--- src/rtl/fwh_pkg.sv ---
package fwh_pkg;
  localparam int NIB_W     = 4;
  localparam int ADDR_NIBS = 7;
  localparam int ADDR_W    = NIB_W * ADDR_NIBS;
  localparam int BYTE_W    = 2 * NIB_W;

  localparam logic [NIB_W-1:0] START_NIB = 4'b1110;
  localparam logic [NIB_W-1:0] SIZE_ONE  = 4'b0000;
  localparam logic [NIB_W-1:0] SYNC_RDY  = 4'b0000;
  localparam logic [NIB_W-1:0] TURN_NIB  = 4'b1111;

  typedef enum logic [3:0] {
    S_IDLE, S_ID, S_ADDR, S_SIZE, S_DLO, S_DHI,
    S_HTAR0, S_HTAR1, S_SYNC, S_DTAR
  } fwh_state_e;

  function automatic logic [ADDR_W-1:0] addr_push(
    input logic [ADDR_W-1:0] acc, input logic [NIB_W-1:0] nib);
    return {acc[ADDR_W-NIB_W-1:0], nib};
  endfunction

  function automatic logic [BYTE_W-1:0] byte_join(
    input logic [NIB_W-1:0] lo, input logic [NIB_W-1:0] hi);
    return {hi, lo};
  endfunction
endpackage

--- src/rtl/fwh_start_detect.sv ---
module fwh_start_detect
  import fwh_pkg::*;
(
  input  logic             frame_n,
  input  logic [NIB_W-1:0] bus_in,
  output logic             start_hit,
  output logic             frame_cut
);
  assign start_hit = !frame_n && (bus_in == START_NIB);
  assign frame_cut = !frame_n;
endmodule

--- src/rtl/fwh_capture.sv ---
module fwh_capture
  import fwh_pkg::*;
(
  input  logic              clk,
  input  logic              rst_n,
  input  logic [NIB_W-1:0]  nib,
  input  logic              addr_en,
  input  logic              lo_en,
  input  logic              hi_en,
  output logic [ADDR_W-1:0] addr_q,
  output logic [BYTE_W-1:0] data_q
);
  logic [NIB_W-1:0] lo_q;
  logic [NIB_W-1:0] hi_q;

  always_ff @(posedge clk or negedge rst_n) begin
    if (!rst_n) begin
      addr_q <= '0;
      lo_q   <= '0;
      hi_q   <= '0;
    end else begin
      if (addr_en) addr_q <= addr_push(addr_q, nib);
      if (lo_en)   lo_q   <= nib;
      if (hi_en)   hi_q   <= nib;
    end
  end

  assign data_q = byte_join(lo_q, hi_q);
endmodule

--- src/rtl/fwh_write_target.sv ---
module fwh_write_target
  import fwh_pkg::*;
(
  input  logic              clk,
  input  logic              rst_n,
  input  logic              frame_n,
  input  logic [NIB_W-1:0]  bus_in,
  input  logic [NIB_W-1:0]  id_strap,
  output logic [NIB_W-1:0]  bus_out,
  output logic              bus_oe,
  output logic              wr_valid,
  output logic [ADDR_W-1:0] wr_addr,
  output logic [BYTE_W-1:0] wr_data
);
  localparam int CNT_W = $clog2(ADDR_NIBS);
  localparam logic [CNT_W-1:0] CNT_LAST = CNT_W'(ADDR_NIBS - 1);

  fwh_state_e     st, st_nxt;
  logic [CNT_W-1:0] cnt;

  logic start_hit, frame_cut;
  logic in_id, id_match, in_size, size_ok, addr_last, st_is_idle;

  fwh_start_detect u_start (
    .frame_n   (frame_n),
    .bus_in    (bus_in),
    .start_hit (start_hit),
    .frame_cut (frame_cut)
  );

  assign in_id      = (st == S_ID);
  assign id_match   = (bus_in == id_strap);
  assign in_size    = (st == S_SIZE);
  assign size_ok    = (bus_in == SIZE_ONE);
  assign addr_last  = (cnt == CNT_LAST);
  assign st_is_idle = (st == S_IDLE);

  always_comb begin
    st_nxt = st;
    if (frame_cut) begin
      st_nxt = start_hit ? S_ID : S_IDLE;
    end else begin
      case (st)
        S_IDLE:  st_nxt = S_IDLE;
        S_ID:    st_nxt = id_match ? S_ADDR : S_IDLE;
        S_ADDR:  st_nxt = addr_last ? S_SIZE : S_ADDR;
        S_SIZE:  st_nxt = size_ok ? S_DLO : S_IDLE;
        S_DLO:   st_nxt = S_DHI;
        S_DHI:   st_nxt = S_HTAR0;
        S_HTAR0: st_nxt = S_HTAR1;
        S_HTAR1: st_nxt = S_SYNC;
        S_SYNC:  st_nxt = S_DTAR;
        S_DTAR:  st_nxt = S_IDLE;
        default: st_nxt = S_IDLE;
      endcase
    end
  end

  always_ff @(posedge clk or negedge rst_n) begin
    if (!rst_n) begin
      st  <= S_IDLE;
      cnt <= '0;
    end else begin
      st <= st_nxt;
      if (st == S_ADDR && !frame_cut) cnt <= cnt + 1'b1;
      else                            cnt <= '0;
    end
  end

  fwh_capture u_cap (
    .clk     (clk),
    .rst_n   (rst_n),
    .nib     (bus_in),
    .addr_en (st == S_ADDR && !frame_cut),
    .lo_en   (st == S_DLO && !frame_cut),
    .hi_en   (st == S_DHI && !frame_cut),
    .addr_q  (wr_addr),
    .data_q  (wr_data)
  );

  assign bus_oe   = (st == S_SYNC) || (st == S_DTAR);
  assign bus_out  = (st == S_SYNC) ? SYNC_RDY : TURN_NIB;
  assign wr_valid = (st == S_SYNC);
endmodule

--- config.mk ---
export PLATFORM = sky130hd
export DESIGN_NAME = fwh_write_target
export DESIGN_NICKNAME = d
export VERILOG_FILES = /design/src/rtl/fwh_pkg.sv /design/src/rtl/fwh_start_detect.sv /design/src/rtl/fwh_capture.sv /design/src/rtl/fwh_write_target.sv
export SDC_FILE = /design/constraint.sdc
export NUM_CORES = 1
export LEC_CHECK = 0
export BUFFER_PORTS_ARGS = -buffer_cell sky130_fd_sc_hd__buf_2
export CORE_MARGIN = 2
export CORE_UTILIZATION = 46
export CTS_CLUSTER_DIAMETER = 120
export DETAILED_ROUTE_END_ITERATION = 10
export HOLD_SLACK_MARGIN = 0.12
export PLACE_DENSITY = 0.74
export RECOVER_POWER = 25
export SLEW_MARGIN = 40
export SYNTH_ARGS = -nofsm -noshare
export SYNTH_HDL_FRONTEND = slang
export SYNTH_SLANG_ARGS = --single-unit
--- constraint.sdc ---
create_clock -name clk -period 1.75 [get_ports clk]
set_clock_uncertainty 0.05 [all_clocks]
set_input_delay 0.0875 -clock clk [delete_from_list [all_inputs] [get_ports clk]]
set_output_delay 0.0875 -clock clk [all_outputs]
set_load 0.005 [all_outputs]
# ---- Yosys cells after proc, flatten, opt, wreduce, memory -nomap -nowiden
# Cells that the tools add are included.
dict set report op_classes {
  add_sub_neg 1
  mul 0
  div 0
  n_lt_le_gt_ge 0
  n_eq_ne 12
  n_shift 0
  mux 8
  n_bitwise 0
  reduce_logical 7
}
# op count
set ops {}
lappend ops {{4-bit one-hot mux with 8 select lines} 1}
lappend ops {{4-bit by 3-bit equality test with 1-bit output, second input constant} 4}
lappend ops {{4-bit equality test, second input constant} 3}
lappend ops {{4-bit by 2-bit equality test with 1-bit output, second input constant} 2}
lappend ops {{4-bit 2-to-1 mux} 2}
lappend ops {{3-bit 2-to-1 mux} 2}
lappend ops {{4-bit by 1-bit equality test with 1-bit output, second input constant} 1}
lappend ops {{4-bit equality test} 1}
lappend ops {{1-bit logical AND} 4}
lappend ops {{4-bit zero test} 1}
lappend ops {{3-bit by 1-bit adder with 3-bit output, second input constant} 1}
lappend ops {{3-bit equality test, second input constant} 1}
lappend ops {{1-bit 2-to-1 mux} 2}
lappend ops {{2-bit 2-to-1 mux} 1}
lappend ops {{1-bit zero test} 1}
lappend ops {{1-bit logical OR} 1}
dict set report word_totals {
  register_bits 43
  latch_bits 0
  ramBits 0
  mem_bits_ro 0
  inputBits 11
  output_inout_bits 42
  wordCells 33
  memories 0
}

# ---- Depth between registers and ports, before layout
# Gate-level depths: netlist of run 1.
dict set report depth {
  word_depth 4
  ltp_mapped 5
  mapped_depth_nobuf 5
}

# ---- Hierarchy
# From an unflattened synthesis of run 1, not the netlist that was laid out.
dict set report hier_totals {
  cells_unflattened 130
  area_unflattened_um2 1924.3
}
# mod instances cells_each area_per_inst_um2 seq_area_each_um2
set by_module_without_submodules {}
lappend by_module_without_submodules {fwh_capture 1 75 1432.6 900.9}
lappend by_module_without_submodules {fwh_write_target 1 52 475.5 175.2}
lappend by_module_without_submodules {fwh_start_detect 1 3 16.3 0.0}

# ---- Worst setup path after synthesis of run 1
# Ideal clock, no wire load.
dict set report synth_timing {
  path_kind {register to register}
  from {register st[3]}
  to {register u_cap.addr_q[10]}
  setup_ps 125
  t_arrival_ps 1616
  t_required_ps 1575
  slack_ps -41
  stages_incl_launch_ff 6
  n_path_buf 2
  synth_period_minus_slack_ps 1791
  path_cell_list {dfrtp_1 -> nand2b_2 -> or4b_4 -> buf_6 -> buf_12 -> mux2_4}
}
dict set report synth_between {
  elab_chain_cells 2
}
# item line_no
set synth_lines {}
lappend synth_lines {{from (decl)} fwh_write_target.sv:18} ;# fwh_state_e st, st_nxt;
lappend synth_lines {{from (signal assigned)} fwh_write_target.sv:64} ;# st <= st_nxt;
lappend synth_lines {{4-bit by 2-bit equality test with 1-bit output} fwh_write_target.sv:74} ;# .addr_en (st == S_ADDR && !frame_cut),
lappend synth_lines {{1-bit logical AND} fwh_write_target.sv:74}
lappend synth_lines {{to (signal assigned)} fwh_capture.sv:22} ;# if (addr_en) addr_q <= addr_push(addr_q, nib);
lappend synth_lines {{to (decl)} fwh_capture.sv:10} ;# output logic [ADDR_W-1:0] addr_q,
# Every way passes these cells.
# A chain may end at the register's enable or synchronous reset.

# ---- Worst setup path after layout of run 1
dict set report layout_timing {
  from {register st[3]}
  to {register u_cap.addr_q[19]}
}
# The elaborated chain is that of the path after synthesis.

==> flow_summary.yaml, run 1 <==
cts:
  cts_buffer_depth: 2
  tritoncts: "built"
  clock_latency_ps: 290
  cts-root-buf: "clkbuf_8"
  clock_sinks: 43
  clk_pin_slew_worst_paths_ps: 80
  htreeDepth: 2
  numCtsBuffers: 5
synth:
  syn_inst: 123
  synth-seq-cells: 43
  synthesis.area_um2: 1933
  synth_common_cells: "dfrtp_1, mux2_4, mux2_2"
  ys.flop_type: "dfrtp_1"
  synth.top_cell.area_share: 0.5566
  yosys.area.top_type: "dfrtp_1"
  ys_top_cells_by_area: "dfrtp_1, mux2_4, mux2_2"
  ys_seq_area_frac: 0.5566
  yosysMostFrequentCell: "dfrtp_1"
  synthArstFlopShare: 1.000
  ys_types: 29
  yosys_warnings: 0
  syn_avg_cell_area_um2: 15.72
  synth_edf_count: 0
  syn_nets: 136
die:
  die_y_um: 68.83
  pin_count: 53
  die_area_um2: 4737
  core_um2: 4029
  fp.dieW_um: 68.83
  rows: 23
  start_util: 0.4798
timing:
  max_freq_mhz: 566.9
  setup_tns_ps: -103.0
  setup_slack_ps: -14.11
  hold_violations: 0
  report.final.slew_viol_count: 0
  max_slew.worst_pin.slew_ps: 699.0
  max-slew-margin-rel: 0.5340
  period_share: 1.008
  rsz0062_at_grt: "true"
  setup_viol: 17
  finalCriticalPeriod_ps: 1764
setup_path:
  cp_slowest_cell: "or4b_4"
  worst_r2r_path_depth: 4
  crit_fanout: 31
  crit_arrival_ps: 1900
  r2r-end: "u_cap.addr_q[19]"
  cp_num_buf_inv: 1
  crit_family: "simple AND/OR/NAND/NOR gates"
  cp-end-kind: "flip-flop"
  critical_path_required_ps: 1890
  slowest_delay_ps: 490
  rrSetupSlack_ps: -10
  crit_type: "reg -> reg"
  cp_cell_sequence: "nand2b_4, or4b_4, buf_12, mux2_4"
  worst_setup_path_start_kind: "flip-flop"
  cp.depth: 4
  reg2reg_from: "st[3]"
pwr:
  ir_worst_vdd_uv: 469.1
  p_leak_nw: 1.312
  power_density_nw_per_um2: 823.2
  total_power_mw: 1.983
layout:
  nNetsFinal: 200
  fill_cells: 329
  syn_to_final_growth_pct: 24.60
  diodes: 0
  drive_above_1_share: 0.4894
outcome:
  outcome: "finished with violations"
  violations: "setup timing"
hold_path:
  hp-class: "in -> reg"
  min_to: "st[1]"
  whs_path_depth: 4
  holdCritStartpoint: "id_strap[1]"
route:
  vias: 1206
  first_pass_iters: 3
  wl_um: 3585
  dr.first_iter.drc_count: 69
  routed_via_density: 5.067
  drc: 0
  wl_per_cell_um: 15.06
  antenna_left: 0
global_route:
  grt_overflow: 0
  antenna_found_initial: 0
  grtUsageTotal: 0.1646
  grt_pass1_vias: 1180
  grt_pass1_wl_um: 5582
  grt_start_max_net_pins: 34
placed_design:
  routabilityCongestion: 0.7560
  place_hpwl_um: 2454
  port_buffers: 52
job:
  cap_violations: 0
worst min-delay path, cell delays in order:
cell,delay [ps]
buf_2,80
xnor2_1,50
nand4_1,90
o221ai_1,110
how the worst max path moves through the flow:
stage | from | end | slack, ps
CTS | st[3] | u_cap.addr_q[19] | -10
detailed placement | st[3] | u_cap.addr_q[11] | -5
floorplan | st[3] | u_cap.addr_q[10] | 10
global placement | st[3] | u_cap.addr_q[0] | 40
global route | st[3] | u_cap.addr_q[7] | -50
finish | st[3] | u_cap.addr_q[19] | -10
cell usage in the layout, fill, tap and decap left out, drive strengths merged, types with 2 or more instances in the layout:
cell type and instances:
dfrtp 43, buf 42, mux2 36, clkbuf 19
dlygate4sd3 9, xnor2 5, inv 4, nor2 3
nand2 3, nand2b 3, or3 2, ha 2
or3b 2, or4b 2, clkinv 2
registers in the layout, indices dropped and copies added (netlist names):
| signal | count |
|---|---|
| cnt | 3 |
| st | 4 |
| u_cap.addr_q | 28 |
| u_cap.hi_q | 4 |
| u_cap.lo_q | 4 |
cell families (layout without fill, tap and decap cells):
kind of cell / count (synthesis) / count (layout) / synth area share
AO/OA/AOI/OAI: 7 / 7 / 0.02784
XOR/XNOR: 5 / 5 / 0.02265
adder cells (fa/ha/maj): 2 / 2 / 0.01294
buffers and inverters: 12 / 77 / 0.05566
flip-flops: 43 / 43 / 0.5566
multiplexers: 36 / 36 / 0.2621
AND/OR/NAND/NOR: 18 / 18 / 0.06214
stage by stage:
step	area [um^2]	setup WS, ps	cells	hold WS [ps]	util
floorplan	1938	10.16	123	-258.1	-
global placement	2211	35.10	221	107.5	0.5488
detailed placement	2211	-5.415	221	123.2	0.5488
CTS	2424	-14.34	238	136.5	0.6016
global route	2409	-45.83	238	162.7	0.5978
finish	2409	-14.11	238	139.0	0.5978
repair_timing:
item,4_1_cts,5_1_grt
hold buffers,9,0
gates resized for setup,3,1
setup buffers,0,0
setup endpoints to repair,31,29
endpoints found under the hold margin,48,0
gates cloned,0,0
where the power goes:
part,switching [mW],internal (mW),leakage [nW],total [mW]
Clock,0.342,0.425,0.0581,0.767
Combinational,0.0702,0.0927,0.661,0.163
Sequential,0.0260,1.03,0.592,1.05
layer usage:
metal	vias to the layer above	GRT usage	wire length, um
met4	0	0.05882	44
li1	554	-	-
met3	6	0.06169	240
met5	-	0	0
met1	603	0.2010	1556
met2	43	0.2668	1743
layout make-up:
type,count,area [um^2],area share
multi-input cells,68,764.5,0.3174
clock buffers,5,68.82,0.02857
well taps,50,62.56,0.02597
flip-flops and latches,43,1076,0.4468
inverters,4,17.52,0.007273
clock inverters,3,43.79,0.01818
repair buffers,65,375.4,0.1558
Note: power is estimated with default switching activity, not from simulation.
==> run 2: changes to the inputs <==
--- a/config.mk
+++ b/config.mk
@@ -11,7 +11,7 @@
 export CTS_CLUSTER_DIAMETER = 120
 export DETAILED_ROUTE_END_ITERATION = 10
 export HOLD_SLACK_MARGIN = 0.12
-export PLACE_DENSITY = 0.74
+export PLACE_DENSITY = 0.72
 export RECOVER_POWER = 25
 export SLEW_MARGIN = 40
 export SYNTH_ARGS = -nofsm -noshare
==> run 2 against run 1 <==
  * The flow still finishes with violations (setup timing)
  * Routed wire length is 2.4% higher
  * Die area is the same
  * Sequential power about the same
  * Non-clock buffer count is 1 higher
  * Worst setup slack better by 6.3 ps
  * Critical endpoint is now u_cap.addr_q[21]
  * Combinational power barely moved
  * Total power decreased by 0.41%
  * Critical path depth did not move
  * Global-route usage about the same
==> flow_summary.yaml, run 2 (synthesis gave the netlist of run 1 again) <==
pwr:
  power.switching_uw: 431.2
  switching_share: 0.2184
  pwr-share-comb: 0.082
  p_int_mw: 1.543
  clkPwrFrac: 0.386
  power_density_nw_per_um2: 818.9
  p_leak_nw: 1.324
  ir_worst_vdd_uv: 420.8
  sequentialPowerShare: 0.533
die:
  die_area_um2: 4737
  rows: 23
  start_util: 0.4798
  core_um2: 4029
  pin_count: 53
  die_y_um: 68.83
  fp.dieW_um: 68.83
placed_design:
  port_buffers: 52
  pre_cts_slack_ps: 0.5248
  place_area_um2: 2218
  place_hpwl_um: 2583
  dp_cells: 222
  routabilityCongestion: 0.7169
layout:
  syn_to_final_growth_pct: 24.72
  drive_above_1_share: 0.5132
  nNetsFinal: 201
  final_common_cell: "dfrtp_1"
  largest_reg_flops: 28
  top_register: "u_cap.addr_q"
  final_cell_area_um2: 2411
  layout_common_cells: "dfrtp_1, buf_2, mux2_4"
  stdcell_count: 239
  diodes: 0
route:
  vias: 1193
  routed_via_density: 4.992
  dr.first_iter.drc_count: 71
  first_pass_iters: 4
  drc: 0
  wl_um: 3670
  wl_per_cell_um: 15.36
  antenna_left: 0
setup_path:
  crit_arrival_ps: 1890
  cp_num_buf_inv: 1
  worst_setup_path_start_kind: "flip-flop"
  crit_family: "simple AND/OR/NAND/NOR gates"
  critical_path_required_ps: 1880
  cp_cell_sequence: "nand2b_4, or4b_4, buf_4, mux2_4"
  cp-end-kind: "flip-flop"
  slowest_delay_ps: 510
  crit_fanout: 10
  crit_type: "reg -> reg"
  rrSetupSlack_ps: -8
  cp_slowest_cell: "or4b_4"
outcome:
  violations: "setup timing"
  outcome: "finished with violations"
timing:
  finalCriticalPeriod_ps: 1758
  max_freq_mhz: 568.9
  period_share: 1.004
  setup_slack_ps: -7.841
  rsz0062_at_grt: "true"
  hold_violations: 0
  report.final.slew_viol_count: 0
  timing.hold.ws_ps: 129.8
  setup_viol: 5
  max_slew.worst_pin.slew_ps: 713.6
  max-slew-margin-rel: 0.5242
global_route:
  antenna_found_initial: 0
  grtUsageTotal: 0.1650
  grt_overflow: 0
  grt_pass1_vias: 1163
  grt_start_max_net_pins: 34
  grt_pass1_wl_um: 5644
cts:
  clock_sinks: 43
  htreeDepth: 2
  cts_buffer_depth: 2
  numCtsBuffers: 5
  clk_pin_slew_worst_paths_ps: 80
  cts-root-buf: "clkbuf_8"
  clock_latency_ps: 290
  tritoncts: "built"
job:
  cap_violations: 0
hold_path:
  hp-class: "in -> reg"
==> run 2: per-stage QoR <==
| step | setup TNS [ps] | utilization | total power [mW] |
|---|---|---|---|
| 3_3_place_gp | 0 | 0.5506 | 1.219 |
| 2_1_floorplan | 0 | - | 1.137 |
| 6_report | -25.49 | 0.5984 | 1.974 |
| 3_5_place_dp | 0 | 0.5506 | 1.226 |
| 5_1_grt | -471.7 | 0.5984 | 2.071 |
| 4_1_cts | -23.38 | 0.6016 | 2.000 |
==> run 2: layout make-up <==
type                    count  area, um^2
fillers                   350        1618
inverters                   4       15.01
clock buffers               5       68.82
repair buffers             66       380.4
multi-input cells          68       764.5
well taps                  50       62.56
flip-flops and latches     43        1076
clock inverters             3       43.79
==> run 2: what timing repair did <==
item | CTS | global route
gates resized for setup | 2 | 1
endpoints found under the setup margin | 10 | 34
hold endpoints to repair | 47 | 0
gates cloned | 0 | 0
buffers inserted | 2 | 0
hold buffers | 7 | 0
==> run 2: final timing paths <==
kind                        startpoint  depth (start not counted)          endpoint
max                              st[3]                          4  u_cap.addr_q[21]
min                        id_strap[2]                          4             st[1]
max reg2reg                      st[3]                          4  u_cap.addr_q[21]
min reg2reg                     cnt[0]                          1            cnt[0]
max in group asynchronous        rst_n                          3             st[1]
min in group asynchronous        rst_n                          2   u_cap.addr_q[1]
==> run 2: power by group through the flow <==
stage          Combinational [mW]  Sequential [mW]  Clock (mW)
5_1_grt                     0.179             1.06       0.834
2_1_floorplan              0.0644             1.07           0
3_5_place_dp                0.154             1.07           0
3_3_place_gp                0.150             1.07           0
6_report                    0.161             1.05       0.762
4_1_cts                     0.167             1.05       0.780
==> run 2: routing by layer <==
metal | up-vias | GRT usage | wire length, um
li1 | 565 | - | -
met1 | 580 | 0.2068 | 1572
met2 | 41 | 0.2716 | 1807
met3 | 7 | 0.04383 | 246
met4 | 0 | 0.06618 | 44
met5 | - | 0 | 0
==> run 2: worst reg2reg max path, stage by stage (launching register included) <==
cell,delay (ps)
dfrtp_1,410
nand2b_4,170
or4b_4,510
buf_4,210
mux2_4,310
